File: src/rtl/cap_walk_pkg.sv
package cap_walk_pkg;
  localparam int unsigned ID_W  = 16;
  localparam int unsigned VER_W = 4;
  localparam int unsigned PTR_W = 12;

  typedef struct packed {
    logic [PTR_W-1:0] nxt;
    logic [VER_W-1:0] ver;
    logic [ID_W-1:0]  id;
  } cap_hdr_t;

  typedef enum logic [2:0] {
    ST_IDLE,
    ST_READ,
    ST_EVAL,
    ST_PATCH,
    ST_NEWHDR
  } walk_state_e;
endpackage

File: src/rtl/cap_ptr_check.sv
module cap_ptr_check
  import cap_walk_pkg::*;
#(
  parameter int unsigned CFG_BYTES = 4096,
  parameter int unsigned LIST_BASE = 256
) (
  input  logic [PTR_W-1:0] ptr,
  output logic             ptr_ok
);
  localparam int unsigned LAST_HDR = CFG_BYTES - 8;

  always_comb begin
    ptr_ok = (ptr[1:0] == 2'b00) &&
             (ptr >= PTR_W'(LIST_BASE)) &&
             (ptr <= PTR_W'(LAST_HDR));
  end
endmodule

File: src/rtl/cap_append_check.sv
module cap_append_check
  import cap_walk_pkg::*;
#(
  parameter int unsigned CFG_BYTES = 4096,
  parameter int unsigned LIST_BASE = 256
) (
  input  logic [PTR_W-1:0] off,
  input  logic [PTR_W:0]   size,
  output logic             args_ok
);
  localparam int unsigned SUM_W = PTR_W + 2;

  logic [SUM_W-1:0] end_b;

  always_comb begin
    end_b   = {2'b00, off} + {1'b0, size};
    args_ok = (size >= (PTR_W+1)'(8)) &&
              (off >= PTR_W'(LIST_BASE)) &&
              (off[1:0] == 2'b00) &&
              (end_b <= SUM_W'(CFG_BYTES));
  end
endmodule

File: src/rtl/cap_hop_counter.sv
module cap_hop_counter #(
  parameter int unsigned HOP_LIMIT = 480
) (
  input  logic clk,
  input  logic rst_n,
  input  logic clr,
  input  logic inc,
  output logic at_limit
);
  localparam int unsigned HOP_W = $clog2(HOP_LIMIT + 1);

  logic [HOP_W-1:0] cnt_q, cnt_d;

  always_comb begin
    cnt_d = cnt_q;
    if (clr)      cnt_d = '0;
    else if (inc) cnt_d = cnt_q + 1'b1;
  end

  always_ff @(posedge clk or negedge rst_n) begin
    if (!rst_n)          cnt_q <= '0;
    else if (clr || inc) cnt_q <= cnt_d;
  end

  assign at_limit = (cnt_q == HOP_W'(HOP_LIMIT));
endmodule

File: src/rtl/cap_chain_walker.sv
module cap_chain_walker
  import cap_walk_pkg::*;
#(
  parameter int unsigned CFG_BYTES = 4096,
  parameter int unsigned LIST_BASE = 256,
  parameter int unsigned HOP_LIMIT = (CFG_BYTES - LIST_BASE) / 8
) (
  input  logic                           clk,
  input  logic                           rst_n,
  input  logic                           cmd_valid,
  input  logic                           cmd_append,
  input  logic [ID_W-1:0]                cmd_id,
  input  logic [VER_W-1:0]               cmd_ver,
  input  logic [PTR_W-1:0]               cmd_off,
  input  logic [PTR_W:0]                 cmd_size,
  output logic                           busy,
  output logic                           done,
  output logic                           found,
  output logic                           err,
  output logic [PTR_W-1:0]               res_off,
  output logic [PTR_W-1:0]               res_prev,
  output logic                           mem_en,
  output logic                           mem_we,
  output logic [$clog2(CFG_BYTES)-3:0]   mem_addr,
  output logic [31:0]                    mem_wdata,
  input  logic [31:0]                    mem_rdata
);
  localparam int unsigned AW  = $clog2(CFG_BYTES) - 2;
  localparam int unsigned LOW = ID_W + VER_W;

  // reset: asserted asynchronously, released on a clock edge
  logic rst_s1_q, rst_s2_q, rst_int_n;
  always_ff @(posedge clk or negedge rst_n) begin
    if (!rst_n) begin
      rst_s1_q <= 1'b0;
      rst_s2_q <= 1'b0;
    end else begin
      rst_s1_q <= 1'b1;
      rst_s2_q <= rst_s1_q;
    end
  end
  assign rst_int_n = rst_s2_q;

  walk_state_e      state_q, state_d;
  logic [PTR_W-1:0] cur_q, cur_d, prev_q, prev_d;
  logic [PTR_W-1:0] off_q, new_nxt_q, new_nxt_d;
  logic [LOW-1:0]   tail_low_q, tail_low_d;
  logic [ID_W-1:0]  id_q;
  logic [VER_W-1:0] ver_q;
  logic             app_q;
  logic             load_cmd;
  logic             done_q, done_d, found_q, found_d, err_q, err_d;
  logic [PTR_W-1:0] roff_q, roff_d, rprev_q, rprev_d;
  logic             hop_clr, hop_inc, hop_at_limit;
  logic             nxt_ok, args_ok;
  logic [ID_W-1:0]  rd_id;
  logic [PTR_W-1:0] rd_nxt;
  cap_hdr_t         wr_hdr;

  assign rd_id  = mem_rdata[ID_W-1:0];
  assign rd_nxt = mem_rdata[31:LOW];

  cap_ptr_check #(.CFG_BYTES(CFG_BYTES), .LIST_BASE(LIST_BASE)) u_ptr_chk (
    .ptr    (rd_nxt),
    .ptr_ok (nxt_ok)
  );

  cap_append_check #(.CFG_BYTES(CFG_BYTES), .LIST_BASE(LIST_BASE)) u_arg_chk (
    .off     (cmd_off),
    .size    (cmd_size),
    .args_ok (args_ok)
  );

  cap_hop_counter #(.HOP_LIMIT(HOP_LIMIT)) u_hops (
    .clk      (clk),
    .rst_n    (rst_int_n),
    .clr      (hop_clr),
    .inc      (hop_inc),
    .at_limit (hop_at_limit)
  );

  always_comb begin
    state_d    = state_q;
    cur_d      = cur_q;
    prev_d     = prev_q;
    new_nxt_d  = new_nxt_q;
    tail_low_d = tail_low_q;
    load_cmd   = 1'b0;
    done_d     = 1'b0;
    found_d    = found_q;
    err_d      = err_q;
    roff_d     = roff_q;
    rprev_d    = rprev_q;
    hop_clr    = 1'b0;
    hop_inc    = 1'b0;
    mem_en     = 1'b0;
    mem_we     = 1'b0;
    mem_addr   = cur_q[AW+1:2];
    wr_hdr     = '0;
    unique case (state_q)
      ST_IDLE: begin
        if (cmd_valid) begin
          load_cmd = 1'b1;
          hop_clr  = 1'b1;
          cur_d    = PTR_W'(LIST_BASE);
          prev_d   = '0;
          if (cmd_append && !args_ok) begin
            done_d  = 1'b1;
            err_d   = 1'b1;
            found_d = 1'b0;
            roff_d  = cmd_off;
            rprev_d = '0;
          end else begin
            state_d = ST_READ;
          end
        end
      end
      ST_READ: begin
        mem_en  = 1'b1;
        hop_inc = 1'b1;
        state_d = ST_EVAL;
      end
      ST_EVAL: begin
        found_d = 1'b0;
        err_d   = 1'b0;
        if (app_q && off_q == PTR_W'(LIST_BASE)) begin
          new_nxt_d = rd_nxt;
          rprev_d   = '0;
          state_d   = ST_NEWHDR;
        end else if (!app_q && cur_q == PTR_W'(LIST_BASE) && mem_rdata == '0) begin
          roff_d  = '0;
          rprev_d = '0;
          done_d  = 1'b1;
          state_d = ST_IDLE;
        end else if (!app_q && rd_id == id_q) begin
          found_d = 1'b1;
          roff_d  = cur_q;
          rprev_d = prev_q;
          done_d  = 1'b1;
          state_d = ST_IDLE;
        end else if (rd_nxt == '0) begin
          rprev_d = cur_q;
          if (app_q) begin
            tail_low_d = mem_rdata[LOW-1:0];
            new_nxt_d  = '0;
            state_d    = ST_PATCH;
          end else begin
            roff_d  = '0;
            done_d  = 1'b1;
            state_d = ST_IDLE;
          end
        end else if (!nxt_ok || hop_at_limit) begin
          err_d   = 1'b1;
          roff_d  = '0;
          rprev_d = cur_q;
          done_d  = 1'b1;
          state_d = ST_IDLE;
        end else begin
          prev_d  = cur_q;
          cur_d   = rd_nxt;
          state_d = ST_READ;
        end
      end
      ST_PATCH: begin
        mem_en  = 1'b1;
        mem_we  = 1'b1;
        state_d = ST_NEWHDR;
      end
      ST_NEWHDR: begin
        mem_en     = 1'b1;
        mem_we     = 1'b1;
        mem_addr   = off_q[AW+1:2];
        wr_hdr.nxt = new_nxt_q;
        wr_hdr.ver = ver_q;
        wr_hdr.id  = id_q;
        roff_d     = off_q;
        done_d     = 1'b1;
        state_d    = ST_IDLE;
      end
      default: state_d = ST_IDLE;
    endcase
  end

  assign mem_wdata = (state_q == ST_PATCH) ? {off_q, tail_low_q} : wr_hdr;

  always_ff @(posedge clk or negedge rst_int_n) begin
    if (!rst_int_n) begin
      state_q    <= ST_IDLE;
      cur_q      <= '0;
      prev_q     <= '0;
      new_nxt_q  <= '0;
      tail_low_q <= '0;
      done_q     <= 1'b0;
      found_q    <= 1'b0;
      err_q      <= 1'b0;
      roff_q     <= '0;
      rprev_q    <= '0;
    end else begin
      state_q    <= state_d;
      cur_q      <= cur_d;
      prev_q     <= prev_d;
      new_nxt_q  <= new_nxt_d;
      tail_low_q <= tail_low_d;
      done_q     <= done_d;
      found_q    <= found_d;
      err_q      <= err_d;
      roff_q     <= roff_d;
      rprev_q    <= rprev_d;
    end
  end

  always_ff @(posedge clk or negedge rst_int_n) begin
    if (!rst_int_n) begin
      app_q <= 1'b0;
      id_q  <= '0;
      ver_q <= '0;
      off_q <= '0;
    end else if (load_cmd) begin
      app_q <= cmd_append;
      id_q  <= cmd_id;
      ver_q <= cmd_ver;
      off_q <= cmd_off;
    end
  end

  assign busy     = (state_q != ST_IDLE);
  assign done     = done_q;
  assign found    = found_q;
  assign err      = err_q;
  assign res_off  = roff_q;
  assign res_prev = rprev_q;
endmodule

File: config.mk
export PLATFORM = sky130hd
export DESIGN_NAME = cap_chain_walker
export DESIGN_NICKNAME = d
export VERILOG_FILES = /design/src/rtl/cap_walk_pkg.sv /design/src/rtl/cap_ptr_check.sv /design/src/rtl/cap_append_check.sv /design/src/rtl/cap_hop_counter.sv /design/src/rtl/cap_chain_walker.sv
export SDC_FILE = /design/constraint.sdc
export NUM_CORES = 1
export LEC_CHECK = 0
export ABC_AREA = 1
export BUFFER_PORTS_ARGS = -buffer_cell sky130_fd_sc_hd__buf_2
export CAP_MARGIN = 25
export CORE_MARGIN = 1.5
export CORE_UTILIZATION = 25
export CTS_CLUSTER_SIZE = 24
export DETAILED_ROUTE_END_ITERATION = 7
export GPL_TIMING_DRIVEN = 0
export PLACE_DENSITY = 0.49
export SLEW_MARGIN = 5
export SYNTH_ARGS = -nofsm -noshare
export SYNTH_HDL_FRONTEND = slang
export SYNTH_SLANG_ARGS = --single-unit
File: constraint.sdc
create_clock -name clk -period 6.6 [get_ports clk]
set_clock_uncertainty 0.05 [all_clocks]
set_input_delay 1.32 -clock clk [delete_from_list [all_inputs] [get_ports clk]]
set_output_delay 1.32 -clock clk [all_outputs]
set_load 0.005 [all_outputs]
==> report_table.html, run 1 <==
<table>
<tr><th>Metric</th><th>Value</th></tr>
<tr><th colspan="2">Run status</th></tr>
<tr><td>Outcome</td><td>finished clean</td></tr>
<tr><th colspan="2">Route</th></tr>
<tr><td>Wire length on met3</td><td>1270 um</td></tr>
<tr><td>Vias per Instance</td><td>4.54</td></tr>
<tr><td>DRT met1 WL</td><td>11900 um</td></tr>
<tr><td>Sum of routed wire length over all layers</td><td>24700 um</td></tr>
<tr><td>Routed length on met2</td><td>between 10000 and 15000 um</td></tr>
<tr><td>Wire per inst</td><td>15.8 um</td></tr>
<tr><td>Post-detailed-route count of antenna-violating nets</td><td>0</td></tr>
<tr><td>Highest layer used for signal routing</td><td>met4</td></tr>
<tr><td># DRC</td><td>0</td></tr>
<tr><td>Total via count in the routed design</td><td>7092</td></tr>
<tr><td>Detailed-router iteration count before antenna repair</td><td>5</td></tr>
<tr><td>Iteration-0 DRC Markers</td><td>466</td></tr>
<tr><th colspan="2">Yosys</th></tr>
<tr><td>Synthesized Nets</td><td>~1100</td></tr>
<tr><td>Post-synth top flop</td><td>dfrtp_1</td></tr>
<tr><td>Share of the yosys chip area belonging to registers</td><td>44.3%</td></tr>
<tr><td>Cell count after synthesis</td><td>989</td></tr>
<tr><td>Number of synthesized register bits</td><td>between 100 and 150</td></tr>
<tr><td>Most frequent cell after synthesis</td><td>nand2_1</td></tr>
<tr><td>Post-synth ARST share</td><td>100%</td></tr>
<tr><td>Main area contributors after synthesis</td><td>dfrtp_1 (44%), nand2_1 (15%), inv_1 (7.3%)</td></tr>
<tr><td>Number of enable-type register cells in the synthesized netlist</td><td>0</td></tr>
<tr><td>Mapped cell area</td><td>7340 um2</td></tr>
<tr><td>Syn avg cell area</td><td>between 7 and 8 um2</td></tr>
<tr><td>Proportion of netlist area held by the largest area contributor</td><td>44.3%</td></tr>
<tr><td>Area leader, netlist</td><td>dfrtp_1</td></tr>
<tr><td>Top post-synthesis cells by count</td><td>nand2_1 (286), inv_1 (143), dfrtp_1 (130)</td></tr>
<tr><td>Number of distinct library cells after synthesis</td><td>46</td></tr>
<tr><td>Synthesis Warnings</td><td>0</td></tr>
<tr><th colspan="2">Die</th></tr>
<tr><td>Standard-cell rows</td><td>62</td></tr>
<tr><td>Initial core utilization</td><td>25.5%</td></tr>
<tr><td>Die Outline Area</td><td>roughly 30000 um2</td></tr>
<tr><td>Area inside the core boundary</td><td>28800 um2</td></tr>
<tr><td>Horiz. Die Dim</td><td>174 um</td></tr>
<tr><td>Die Height</td><td>174 um</td></tr>
<tr><td>Count of pins on the block boundary</td><td>153</td></tr>
<tr><th colspan="2">Timing</th></tr>
<tr><td>Achievable frequency</td><td>around 260 MHz</td></tr>
<tr><td>Count of final hold-check violations</td><td>0</td></tr>
<tr><td>Worst max-slew margin expressed relative to the limit</td><td>61.2%</td></tr>
<tr><td>Final Max Tran Viols</td><td>0</td></tr>
<tr><td>Final worst-path cycle share</td><td>between 50% and 60%</td></tr>
<tr><td>Total Neg Setup Slack</td><td>0 ns</td></tr>
<tr><td>Period minus WS final</td><td>3.91 ns</td></tr>
<tr><td>Unrepaired setup endpoints after global routing</td><td>no</td></tr>
<tr><td>Worst-margin pin slew</td><td>about 0.58 ns</td></tr>
<tr><td>Number of setup violations in the final report</td><td>0</td></tr>
<tr><th colspan="2">Layout</th></tr>
<tr><td>Post-synthesis to final-layout area growth</td><td>26.5%</td></tr>
<tr><td>Final non-filler cell total</td><td>roughly 1600</td></tr>
<tr><td>Final std cell area, no fill</td><td>a little over 9000 um2</td></tr>
<tr><td>Utilization after layout</td><td>32.3%</td></tr>
<tr><td>Fraction of final layout cells sized beyond drive strength 1</td><td>between 10% and 20%</td></tr>
<tr><td>Number of nets in the finished design</td><td>1258</td></tr>
<tr><td>Fillcell total</td><td>3121</td></tr>
<tr><th colspan="2">Setup path</th></tr>
<tr><td>Setup CP Type</td><td>reg -&gt; out</td></tr>
<tr><td>Worst Path Required</td><td>5.23 ns</td></tr>
<tr><td>Startpoint class of the critical path</td><td>register</td></tr>
<tr><td>Sort of element at the end of the critical path</td><td>output pin</td></tr>
<tr><td>Worst path arrival time</td><td>2.54 ns</td></tr>
<tr><td>Largest driver fanout on the critical path</td><td>10</td></tr>
<tr><th colspan="2">CTS</th></tr>
<tr><td>Number of buffers added by the clock tree synthesis step</td><td>17</td></tr>
<tr><td>Later-pin clock latency in the skew report</td><td>just over 0.4 ns</td></tr>
<tr><td>Sink Count</td><td>130</td></tr>
<tr><td>TritonCTS clock tree</td><td>done</td></tr>
<tr><td>Post-CTS Setup Inserts</td><td>0</td></tr>
<tr><td>Clk buf depth</td><td>2</td></tr>
<tr><td>CTS clock-pin slew for the worst setup and hold paths</td><td>0.05 ns</td></tr>
<tr><td>Max H-tree Level</td><td>4</td></tr>
<tr><td>Number of hold buffers added after cts</td><td>0</td></tr>
<tr><td>Count of cells resized by post-cts repair</td><td>0</td></tr>
<tr><td>CTS Root Cell</td><td>clkbuf_16</td></tr>
<tr><th colspan="2">Job</th></tr>
<tr><td>Max-capacitance violation count</td><td>0</td></tr>
<tr><th colspan="2">Power and ir drop</th></tr>
<tr><td>Pleak</td><td>0.00462 uW</td></tr>
<tr><td>Cell Pwr Density</td><td>376 nW/um2</td></tr>
<tr><td>Maximum vdd ir drop</td><td>0.182 mV</td></tr>
<tr><th colspan="2">Placed design</th></tr>
<tr><td>Post-place instance area</td><td>8640 um2</td></tr>
<tr><td>Gpl congestion</td><td>0.867</td></tr>
<tr><td>Dpl hpwl</td><td>~20000 um</td></tr>
<tr><td>Cell total after placement</td><td>between 1500 and 2000</td></tr>
<tr><td>Count of input and output buffers</td><td>152</td></tr>
<tr><th colspan="2">Global routing</th></tr>
<tr><td>Maximum number of pins on one net before global-route repair</td><td>63</td></tr>
<tr><td>Antenna violations before repair</td><td>2</td></tr>
<tr><td>Wire length of the first global-routing pass</td><td>38400 um</td></tr>
<tr><td>Final global-route overflow total</td><td>0</td></tr>
<tr><td>Via count of the first global-routing pass</td><td>6879</td></tr>
<tr><td>Overall Global Routing Usage</td><td>16.3%</td></tr>
<tr><th colspan="2">Hold path</th></tr>
<tr><td>Min-Delay Path Class</td><td>reg -&gt; async</td></tr>
</table>
## routing by layer
| metal | vias to the layer above | GRT usage [%] |
|---|---|---|
| met2 | 207 | 25.2 |
| met3 | 24 | 3.30 |
| met5 | - | 0 |
| li1 | 3568 | - |
| met4 | 0 | 5.68 |
| met1 | 3293 | 22.6 |
## flip-flops by register name, indices dropped and copies added (netlist names), 3 cells and up
name,cells
res_prev,12
prev_q,12
off_q,12
tail_low_q,20
res_off,12
u_hops.cnt_q,9
state_q,3
id_q,16
new_nxt_q,12
cur_q,12
ver_q,4
## cells by family after synthesis
family,Yosys count,share of synthesized area [%]
multiplexers,3,0.460
flip-flops,130,44.3
AND/OR/NAND/NOR,460,27.2
XOR/XNOR,5,0.597
buffers and inverters,189,10.3
adder cells (fa/ha/maj),15,2.66
other,1,0.0511
AO/OA/AOI/OAI,186,14.4
## layout by cell type (no fill, tap or decap), types with 6 or more instances in the layout
master and count:
dfrtp_1 129, nand2_1 286, buf_4 6, nor2_1 58, a21oi_2 8, nand2_2 7
a21oi_1 34, nor4_1 10, buf_2 157, o21ai_1 8, clkbuf_1 28, inv_1 143
ha_1 14, o21ai_0 84, nand3_1 55, o22ai_1 28, nand4_1 27, clkbuf_16 17
o211ai_1 11
## path summary, 6_finish.rpt
kind	slack, ns	cells past startpoint	endpoint	startpoint
setup / recovery	2.69	7	mem_wdata[28]	state_q[0]$_DFFE_PN0P_
hold / removal	0.16	0	id_q[13]$_DFFE_PN0P_	rst_int_n$_DFF_PN0_
setup reg to reg	4.29	12	res_prev[7]$_DFFE_PN0P_	app_q$_DFFE_PN0P_
hold reg to reg	0.16	0	id_q[13]$_DFFE_PN0P_	rst_int_n$_DFF_PN0_
max in group asynchronous	5.73	1	off_q[11]$_DFFE_PN0P_	rst_int_n$_DFF_PN0_
min in group clk	0.30	0	rst_int_n$_DFF_PN0_	rst_s1_q$_DFF_PN0_
## stage by stage
step                      worst slack [ns]  hold slack [ns]  total power [uW]
after floorplan                       2.66            0.281              1990
after global placement               0.789            0.288              2480
after detailed placement              2.76            0.164              2490
after CTS                             2.64            0.168              3520
after global routing                  2.43            0.178              3720
final                                 2.69            0.157              3490
## power by group
part	leakage, uW	switching (uW)	internal (uW)	total (uW)
sequential	0.00170	177	1030	1210
combinational	0.00262	826	434	1260
clock	0.000307	344	673	1020
## layout make-up
class | instances | area [um2] | share of cell area [%]
clock buffer | 24 | 492 | 5.30
sequential | 130 | 3260 | 35.1
multi-input combinational | 670 | 3330 | 35.9
timing repair buffer | 154 | 816 | 8.79
antenna | 2 | 5.00 | 0.0539
tap | 384 | 480 | 5.18
clock inverter | 8 | 149 | 1.60
inverter | 149 | 559 | 6.03
buffer | 40 | 194 | 2.09
## worst max-delay path: stages, from the launching register on
cell	delay, ns
dfrtp_1	0.43
nor2_1	0.12
inv_1	0.08
nor2_2	0.29
clkinv_1	0.35
clkbuf_1	0.34
o22ai_1	0.33
buf_2	0.18
(Power assumes the default switching activity.)
==> run 2, diff against run 1 <==
Settings changed: ABC_AREA 1 to 0.
Clock period 6.6 ns to 3.6 ns, I/O delays scaled along.
==> report_table.html, run 2 <==
<table>
<tr><th>Metric</th><th>Value</th></tr>
<tr><th colspan="2">Run status</th></tr>
<tr><td>Outcome</td><td>finished clean</td></tr>
<tr><th colspan="2">Timing</th></tr>
<tr><td>Final Max Tran Viols</td><td>0</td></tr>
<tr><td>Count of final hold-check violations</td><td>0</td></tr>
<tr><td>Achievable frequency</td><td>292 MHz</td></tr>
<tr><td>Total Neg Setup Slack</td><td>0 ns</td></tr>
<tr><td>Unrepaired setup endpoints after global routing</td><td>no</td></tr>
<tr><td>Worst-margin pin slew</td><td>0.642 ns</td></tr>
<tr><td>Worst max-slew margin expressed relative to the limit</td><td>57.2%</td></tr>
<tr><td>Number of setup violations in the final report</td><td>0</td></tr>
<tr><td>Period minus WS final</td><td>3.43 ns</td></tr>
<tr><td>Final worst-path cycle share</td><td>95.2%</td></tr>
<tr><th colspan="2">Route</th></tr>
<tr><td>Sum of routed wire length over all layers</td><td>22700 um</td></tr>
<tr><td>Iteration-0 DRC Markers</td><td>444</td></tr>
<tr><td>Wire per inst</td><td>17.8 um</td></tr>
<tr><td>Post-detailed-route count of antenna-violating nets</td><td>0</td></tr>
<tr><td>Vias per Instance</td><td>~4.7</td></tr>
<tr><td>Total via count in the routed design</td><td>5980</td></tr>
<tr><td># DRC</td><td>0</td></tr>
<tr><td>Detailed-router iteration count before antenna repair</td><td>4</td></tr>
<tr><th colspan="2">Layout</th></tr>
<tr><td>Final std cell area, no fill</td><td>8970 um2</td></tr>
<tr><td>Antenna cells</td><td>0</td></tr>
<tr><td>Commonest cells after routing, fill and taps aside</td><td>nand2_1 (180), buf_2 (159), dfrtp_1 (129)</td></tr>
<tr><td>Number of nets in the finished design</td><td>just under 1000</td></tr>
<tr><td>Top Registers</td><td>tail_low_q x20, id_q x16</td></tr>
<tr><td>Most common cell after layout, fill and taps aside</td><td>nand2_1</td></tr>
<tr><td>Register with the most flip-flops</td><td>tail_low_q</td></tr>
<tr><td>Post-synthesis to final-layout area growth</td><td>27.0%</td></tr>
<tr><td>Max FFs per register</td><td>20</td></tr>
<tr><td>Fraction of final layout cells sized beyond drive strength 1</td><td>between 30% and 40%</td></tr>
<tr><th colspan="2">Yosys</th></tr>
<tr><td>Area leader, netlist</td><td>dfrtp_1</td></tr>
<tr><td>Compound-gate portion of the synthesized area</td><td>14.8%</td></tr>
<tr><td>Top post-synthesis cells by count</td><td>nand2_1 (180), dfrtp_1 (130), a22o_1 (44)</td></tr>
<tr><td>Number of distinct library cells after synthesis</td><td>64</td></tr>
<tr><td>Mux contribution to synthesized area</td><td>between 10% and 20%</td></tr>
<tr><td>Post-synth top flop</td><td>dfrtp_1</td></tr>
<tr><td>Number of synthesized register bits</td><td>130</td></tr>
<tr><td>Mapped cell area</td><td>7060 um2</td></tr>
<tr><td>Synth Area in Simple Gates</td><td>around 18%</td></tr>
<tr><td>Number of enable-type register cells in the synthesized netlist</td><td>0</td></tr>
<tr><td>Post-synth ARST share</td><td>100%</td></tr>
<tr><td>Most frequent cell after synthesis</td><td>nand2_1</td></tr>
<tr><td>Share of the yosys chip area belonging to registers</td><td>between 40% and 50%</td></tr>
<tr><td>Cell count after synthesis</td><td>approximately 700</td></tr>
<tr><td>XOR/XNOR share of the synthesized area</td><td>3.72%</td></tr>
<tr><td>Synthesized Nets</td><td>808</td></tr>
<tr><td>Proportion of netlist area held by the largest area contributor</td><td>46.1%</td></tr>
<tr><td>Syn avg cell area</td><td>between 9 and 10 um2</td></tr>
<tr><td>Combinational family with the most area after synthesis</td><td>simple AND/OR/NAND/NOR gates</td></tr>
<tr><td>Synthesis Warnings</td><td>0</td></tr>
<tr><td>Main area contributors after synthesis</td><td>dfrtp_1 (46%), nand2_1 (9.6%), a22o_1 (5.5%)</td></tr>
<tr><td>Post-Synth Adder-Cell Area</td><td>2.76%</td></tr>
<tr><th colspan="2">Setup path</th></tr>
<tr><td>Worst Path Required</td><td>between 3 and 4 ns</td></tr>
<tr><td>Setup CP Type</td><td>in -&gt; reg</td></tr>
<tr><td>Startpoint class of the critical path</td><td>primary input</td></tr>
<tr><td>Largest driver fanout on the critical path</td><td>10</td></tr>
<tr><td>Sort of element at the end of the critical path</td><td>register</td></tr>
<tr><td>Cells on worst reg2reg path</td><td>10</td></tr>
<tr><td>Largest delay contributor family on the critical path</td><td>compound AO/OA/AOI/OAI gates</td></tr>
<tr><td>CP Buf/Inv Count</td><td>2</td></tr>
<tr><td>Flop-to-flop setup slack</td><td>0.67 ns</td></tr>
<tr><td>Critical Path, Cell by Cell</td><td>buf_2 -&gt; ha_1 -&gt; fa_2 -&gt; a211oi_2 -&gt; o211ai_1 -&gt; a31o_1 -&gt; a21oi_1 -&gt; xnor2_2 -&gt; o221ai_2 -&gt; a211oi_4 -&gt; buf_12 -&gt; mux2_4</td></tr>
<tr><td>Crit path largest cell delay</td><td>0.41 ns</td></tr>
<tr><td>Worst path arrival time</td><td>between 3 and 4 ns</td></tr>
<tr><td>Launch point of the worst reg-to-reg path</td><td>id_q[8]$_DFFE_PN0P_</td></tr>
<tr><td>Endpoint of the lowest-slack register-to-register path</td><td>res_prev[6]$_DFFE_PN0P_</td></tr>
<tr><td>Slowest stage cell, crit path</td><td>fa_2</td></tr>
<tr><th colspan="2">Global routing</th></tr>
<tr><td>Overall Global Routing Usage</td><td>16.1%</td></tr>
<tr><td>Via count of the first global-routing pass</td><td>around 6000</td></tr>
<tr><td>Antenna violations before repair</td><td>1</td></tr>
<tr><td>Maximum number of pins on one net before global-route repair</td><td>62</td></tr>
<tr><td>Final global-route overflow total</td><td>0</td></tr>
<tr><td>Wire length of the first global-routing pass</td><td>35200 um</td></tr>
<tr><th colspan="2">Die</th></tr>
<tr><td>Area inside the core boundary</td><td>27800 um2</td></tr>
<tr><td>Die Height</td><td>171 um</td></tr>
<tr><td>Standard-cell rows</td><td>slightly above 60</td></tr>
<tr><td>Die Outline Area</td><td>29300 um2</td></tr>
<tr><td>Initial core utilization</td><td>25.4%</td></tr>
<tr><td>Count of pins on the block boundary</td><td>153</td></tr>
<tr><td>Horiz. Die Dim</td><td>171 um</td></tr>
<tr><th colspan="2">Placed design</th></tr>
<tr><td>Post-place instance area</td><td>8360 um2</td></tr>
<tr><td>Dpl hpwl</td><td>17600 um</td></tr>
<tr><td>Count of input and output buffers</td><td>152</td></tr>
<tr><td>Gpl congestion</td><td>0.797</td></tr>
<tr><th colspan="2">Hold path</th></tr>
<tr><td>Min-Delay Path Class</td><td>reg -&gt; async</td></tr>
<tr><th colspan="2">Power and ir drop</th></tr>
<tr><td>Cell Pwr Density</td><td>556 nW/um2</td></tr>
<tr><td>Maximum vdd ir drop</td><td>0.333 mV</td></tr>
<tr><td>Pleak</td><td>about 0.0045 uW</td></tr>
<tr><th colspan="2">CTS</th></tr>
<tr><td>CTS Root Cell</td><td>clkbuf_16</td></tr>
<tr><td>Sink Count</td><td>130</td></tr>
<tr><td>Max H-tree Level</td><td>4</td></tr>
<tr><td>Number of buffers added by the clock tree synthesis step</td><td>17</td></tr>
<tr><td>Later-pin clock latency in the skew report</td><td>0.42 ns</td></tr>
<tr><td>CTS clock-pin slew for the worst setup and hold paths</td><td>roughly 0.07 ns</td></tr>
<tr><td>Clk buf depth</td><td>2</td></tr>
<tr><td>TritonCTS clock tree</td><td>done</td></tr>
<tr><th colspan="2">Job</th></tr>
<tr><td>Max-capacitance violation count</td><td>0</td></tr>
</table>
-- run 2: where the power goes --
part	internal [uW]	switching [uW]
combinational	569	688
sequential	1720	280
clock	1030	698
total	3320	1670
-- run 2: per-layer routing --
layer  vias to the layer above  part of all wire, %  track usage [%]
met5                         -                0.040                0
li1                       2887                    -                -
met4                         2                  2.0             5.91
met3                        24                  4.6             2.98
met1                      2934                   44             20.6
met2                       133                   49             26.8
-- run 2: what timing repair did --
item,4_1_cts,5_1_grt
hold buffers,1,0
hold endpoints to repair,1,0
pin swaps,0,2
endpoints found under the setup margin,2,19
setup buffers,0,1
gates resized for setup,1,4
-- run 2: cell families (layout without fill, tap and decap cells) --
kind of cell / count (synthesis) / in the layout
AOI/OAI and AO/OA: 139 / 139
other: 1 / 1
xor gates and xnor gates: 30 / 30
adders and majority gates: 15 / 15
and+or+nand+nor: 285 / 285
muxes: 66 / 66
DFF: 130 / 130
buffers and inverters: 46 / 234
-- run 2: worst max-delay path by stage --
stage	endpoint	cells past startpoint	start	slack, ns
after floorplan	res_prev[10]$_DFFE_PN0P_	11	cmd_off[0]	0.20
after global placement	res_prev[9]$_DFFE_PN0P_	12	cmd_off[0]	-0.33
after detailed placement	res_prev[9]$_DFFE_PN0P_	12	cmd_off[0]	-0.33
after CTS	mem_addr[6]	7	state_q[1]$_DFFE_PN0P_	0.04
after global routing	mem_addr[6]	7	state_q[1]$_DFFE_PN0P_	0.02
final	res_prev[6]$_DFFE_PN0P_	12	cmd_off[0]	0.17
-- run 2: per-stage QoR --
step | instances | hold WS (ns) | utilization (%) | setup WS [ns] | power [uW]
detailed placement | 1244 | 0.120 | 30.1 | -0.329 | 3290
finish | 1278 | 0.121 | 32.3 | 0.173 | 4990
global route | 1278 | 0.136 | 32.3 | 0.0247 | 5290
global placement | 1242 | 0.284 | 29.9 | -0.333 | 3280
CTS | 1277 | 0.127 | 32.2 | 0.0385 | 5050
floorplan | 712 | 0.281 | - | 0.201 | 2750
-- run 2: final cells by class --
cell class	instances	area (um2)
inverters	9	33.8
repair buffers	156	833
fillers	2952	18800
flip-flops and latches	130	3260
clock buffers	18	429
plain buffers	37	184
clock inverters	14	155
well taps	378	473
multi-input cells	536	3610
==> run 3, diff against run 2 <==
Settings changed: CORE_MARGIN 1.5 to unset, GPL_TIMING_DRIVEN 0 to unset.
==> report_table.html, run 3 (synthesis gave the netlist of run 2 again) <==
<table>
<tr><th>Metric</th><th>Value</th></tr>
<tr><th colspan="2">Die</th></tr>
<tr><td>Standard-cell rows</td><td>between 60 and 70</td></tr>
<tr><td>Die Outline Area</td><td>28900 um2</td></tr>
<tr><td>Horiz. Die Dim</td><td>170 um</td></tr>
<tr><td>Die Height</td><td>170 um</td></tr>
<tr><td>Count of pins on the block boundary</td><td>around 150</td></tr>
<tr><td>Initial core utilization</td><td>25.4%</td></tr>
<tr><td>Area inside the core boundary</td><td>around 28000 um2</td></tr>
<tr><th colspan="2">Timing</th></tr>
<tr><td>Achievable frequency</td><td>319 MHz</td></tr>
<tr><td>Count of final hold-check violations</td><td>0</td></tr>
<tr><td>Number of setup violations in the final report</td><td>0</td></tr>
<tr><td>Final Max Tran Viols</td><td>0</td></tr>
<tr><td>Final worst-path cycle share</td><td>87.1%</td></tr>
<tr><td>Final WS setup</td><td>0.466 ns</td></tr>
<tr><td>Worst-margin pin slew</td><td>1.09 ns</td></tr>
<tr><td>Total Neg Setup Slack</td><td>0 ns</td></tr>
<tr><td>Unrepaired setup endpoints after global routing</td><td>no</td></tr>
<tr><td>Period minus WS final</td><td>3.13 ns</td></tr>
<tr><td>Worst max-slew margin expressed relative to the limit</td><td>27.0%</td></tr>
<tr><th colspan="2">Route</th></tr>
<tr><td>Total via count in the routed design</td><td>~5900</td></tr>
<tr><td># DRC</td><td>0</td></tr>
<tr><td>Vias per Instance</td><td>4.67</td></tr>
<tr><td>Wire per inst</td><td>around 18 um</td></tr>
<tr><td>Post-detailed-route count of antenna-violating nets</td><td>0</td></tr>
<tr><td>Sum of routed wire length over all layers</td><td>22100 um</td></tr>
<tr><td>Iteration-0 DRC Markers</td><td>381</td></tr>
<tr><td>Detailed-router iteration count before antenna repair</td><td>5</td></tr>
<tr><th colspan="2">Setup path</th></tr>
<tr><td>Setup CP Type</td><td>in -&gt; reg</td></tr>
<tr><td>Worst path arrival time</td><td>3.39 ns</td></tr>
<tr><td>Cells on worst reg2reg path</td><td>9</td></tr>
<tr><td>Sort of element at the end of the critical path</td><td>register</td></tr>
<tr><td>Worst Path Required</td><td>3.85 ns</td></tr>
<tr><td>Largest driver fanout on the critical path</td><td>10</td></tr>
<tr><td>Startpoint class of the critical path</td><td>primary input</td></tr>
<tr><th colspan="2">Layout</th></tr>
<tr><td>Most common cell after layout, fill and taps aside</td><td>nand2_1</td></tr>
<tr><td>Antenna cells</td><td>0</td></tr>
<tr><td>Post-synthesis to final-layout area growth</td><td>26.4%</td></tr>
<tr><td>Register with the most flip-flops</td><td>tail_low_q</td></tr>
<tr><td>Commonest cells after routing, fill and taps aside</td><td>nand2_1 (180), buf_2 (152), dfrtp_1 (129)</td></tr>
<tr><td>Max FFs per register</td><td>20</td></tr>
<tr><td>Top Registers</td><td>tail_low_q x20, id_q x16</td></tr>
<tr><td>Number of nets in the finished design</td><td>964</td></tr>
<tr><td>Fraction of final layout cells sized beyond drive strength 1</td><td>31.8%</td></tr>
<tr><td>Fillcell total</td><td>2988</td></tr>
<tr><th colspan="2">CTS</th></tr>
<tr><td>Number of buffers added by the clock tree synthesis step</td><td>17</td></tr>
<tr><td>TritonCTS clock tree</td><td>done</td></tr>
<tr><td>Clk buf depth</td><td>2</td></tr>
<tr><td>Max H-tree Level</td><td>4</td></tr>
<tr><td>Later-pin clock latency in the skew report</td><td>0.42 ns</td></tr>
<tr><td>Number of hold buffers added after cts</td><td>0</td></tr>
<tr><td>CTS clock-pin slew for the worst setup and hold paths</td><td>0.06 ns</td></tr>
<tr><td>Post-CTS Setup Inserts</td><td>0</td></tr>
<tr><td>Sink Count</td><td>130</td></tr>
<tr><td>Count of cells resized by post-cts repair</td><td>0</td></tr>
<tr><td>CTS Root Cell</td><td>clkbuf_16</td></tr>
<tr><th colspan="2">Global routing</th></tr>
<tr><td>Overall Global Routing Usage</td><td>15.8%</td></tr>
<tr><td>Via count of the first global-routing pass</td><td>5867</td></tr>
<tr><td>Wire length of the first global-routing pass</td><td>34600 um</td></tr>
<tr><td>Final global-route overflow total</td><td>0</td></tr>
<tr><td>Antenna violations before repair</td><td>0</td></tr>
<tr><td>Maximum number of pins on one net before global-route repair</td><td>60</td></tr>
<tr><th colspan="2">Job</th></tr>
<tr><td>Max-capacitance violation count</td><td>0</td></tr>
<tr><th colspan="2">Run status</th></tr>
<tr><td>Outcome</td><td>finished clean</td></tr>
<tr><th colspan="2">Placed design</th></tr>
<tr><td>Dpl hpwl</td><td>16600 um</td></tr>
<tr><td>Count of input and output buffers</td><td>152</td></tr>
<tr><td>Place WS</td><td>0.00514 ns</td></tr>
<tr><td>Gpl congestion</td><td>roughly 0.8</td></tr>
<tr><th colspan="2">Hold path</th></tr>
<tr><td>Min-Delay Path Class</td><td>in -&gt; async</td></tr>
<tr><th colspan="2">Power and ir drop</th></tr>
<tr><td>Pleak</td><td>0.00447 uW</td></tr>
<tr><td>Maximum vdd ir drop</td><td>0.313 mV</td></tr>
<tr><td>Cell Pwr Density</td><td>552 nW/um2</td></tr>
</table>
## run 3: cell count changes in the layout (fill, tap and decap cells not counted), moves of 2 or more
cell | before | now
buf_16 | 2 | 0
buf_4 | 2 | 17
buf_12 | 1 | 5
clkbuf_1 | 23 | 1
buf_1 | 3 | 0
buf_6 | 2 | 0
buf_2 | 159 | 152
## run 3: final cells by class
cell class	count	area, um2	share of cell area, %
timing repair buffer	174	988	11.1
clock inverter	13	124	1.39
tap	378	473	5.30
sequential	130	3260	36.5
clock buffer	19	443	4.96
multi-input combinational	536	3610	40.4
inverter	9	33.8	0.378
## run 3: critical path, stage by stage
cell	delay [ns]
buf_2	0.11
ha_1	0.21
fa_1	0.44
xor2_1	0.18
a2111oi_0	0.38
o221ai_1	0.18
nor2_1	0.12
and4_1	0.22
nand2_1	0.08
a31o_2	0.29
buf_12	0.16
mux2_4	0.29
## run 3: metal layers
metal	routed length (um)	up-vias	GRT usage (%)
met1	10200	2866	21.5
li1	-	2845	-
met4	374	0	5.17
met3	901	20	2.88
met5	0	-	0
met2	10600	150	25.3
## run 3: worst paths after layout
kind / end / start / slack (ns)
worst min-delay path: rst_int_n$_DFF_PN0_ / rst_n / 0.02
min in group clk: rst_int_n$_DFF_PN0_ / rst_s1_q$_DFF_PN0_ / 0.31
worst min register to register: rst_int_n$_DFF_PN0_ / rst_s1_q$_DFF_PN0_ / 0.31
worst max register to register: res_prev[1]$_DFFE_PN0P_ / cur_q[5]$_DFFE_PN0P_ / 0.85
max in group asynchronous: new_nxt_q[1]$_DFFE_PN0P_ / rst_int_n$_DFF_PN0_ / 2.20
worst max-delay path: res_off[4]$_DFFE_PN0P_ / cmd_off[0] / 0.47
## run 3: stage by stage
stage	std cells	utilization (%)	hold slack [ns]	area, um2	power, uW
3_3_place_gp	1227	30.1	0.290	8360	3290
6_report	1259	32.1	0.0239	8930	4930
5_1_grt	1259	32.1	0.00322	8930	5230
4_1_cts	1259	32.1	0.0114	8930	4990
2_1_floorplan	712	-	0.281	7070	2750
3_5_place_dp	1227	30.1	0.294	8360	3300
## run 3: report_power, final
part / total (uW) / leakage [uW] / switching (uW) / internal [uW]
Combinational: 1240 / 0.00248 / 658 / 578
Sequential: 2020 / 0.00172 / 298 / 1720
Clock: 1680 / 0.000271 / 697 / 979
Total: 4930 / 0.00447 / 1650 / 3280
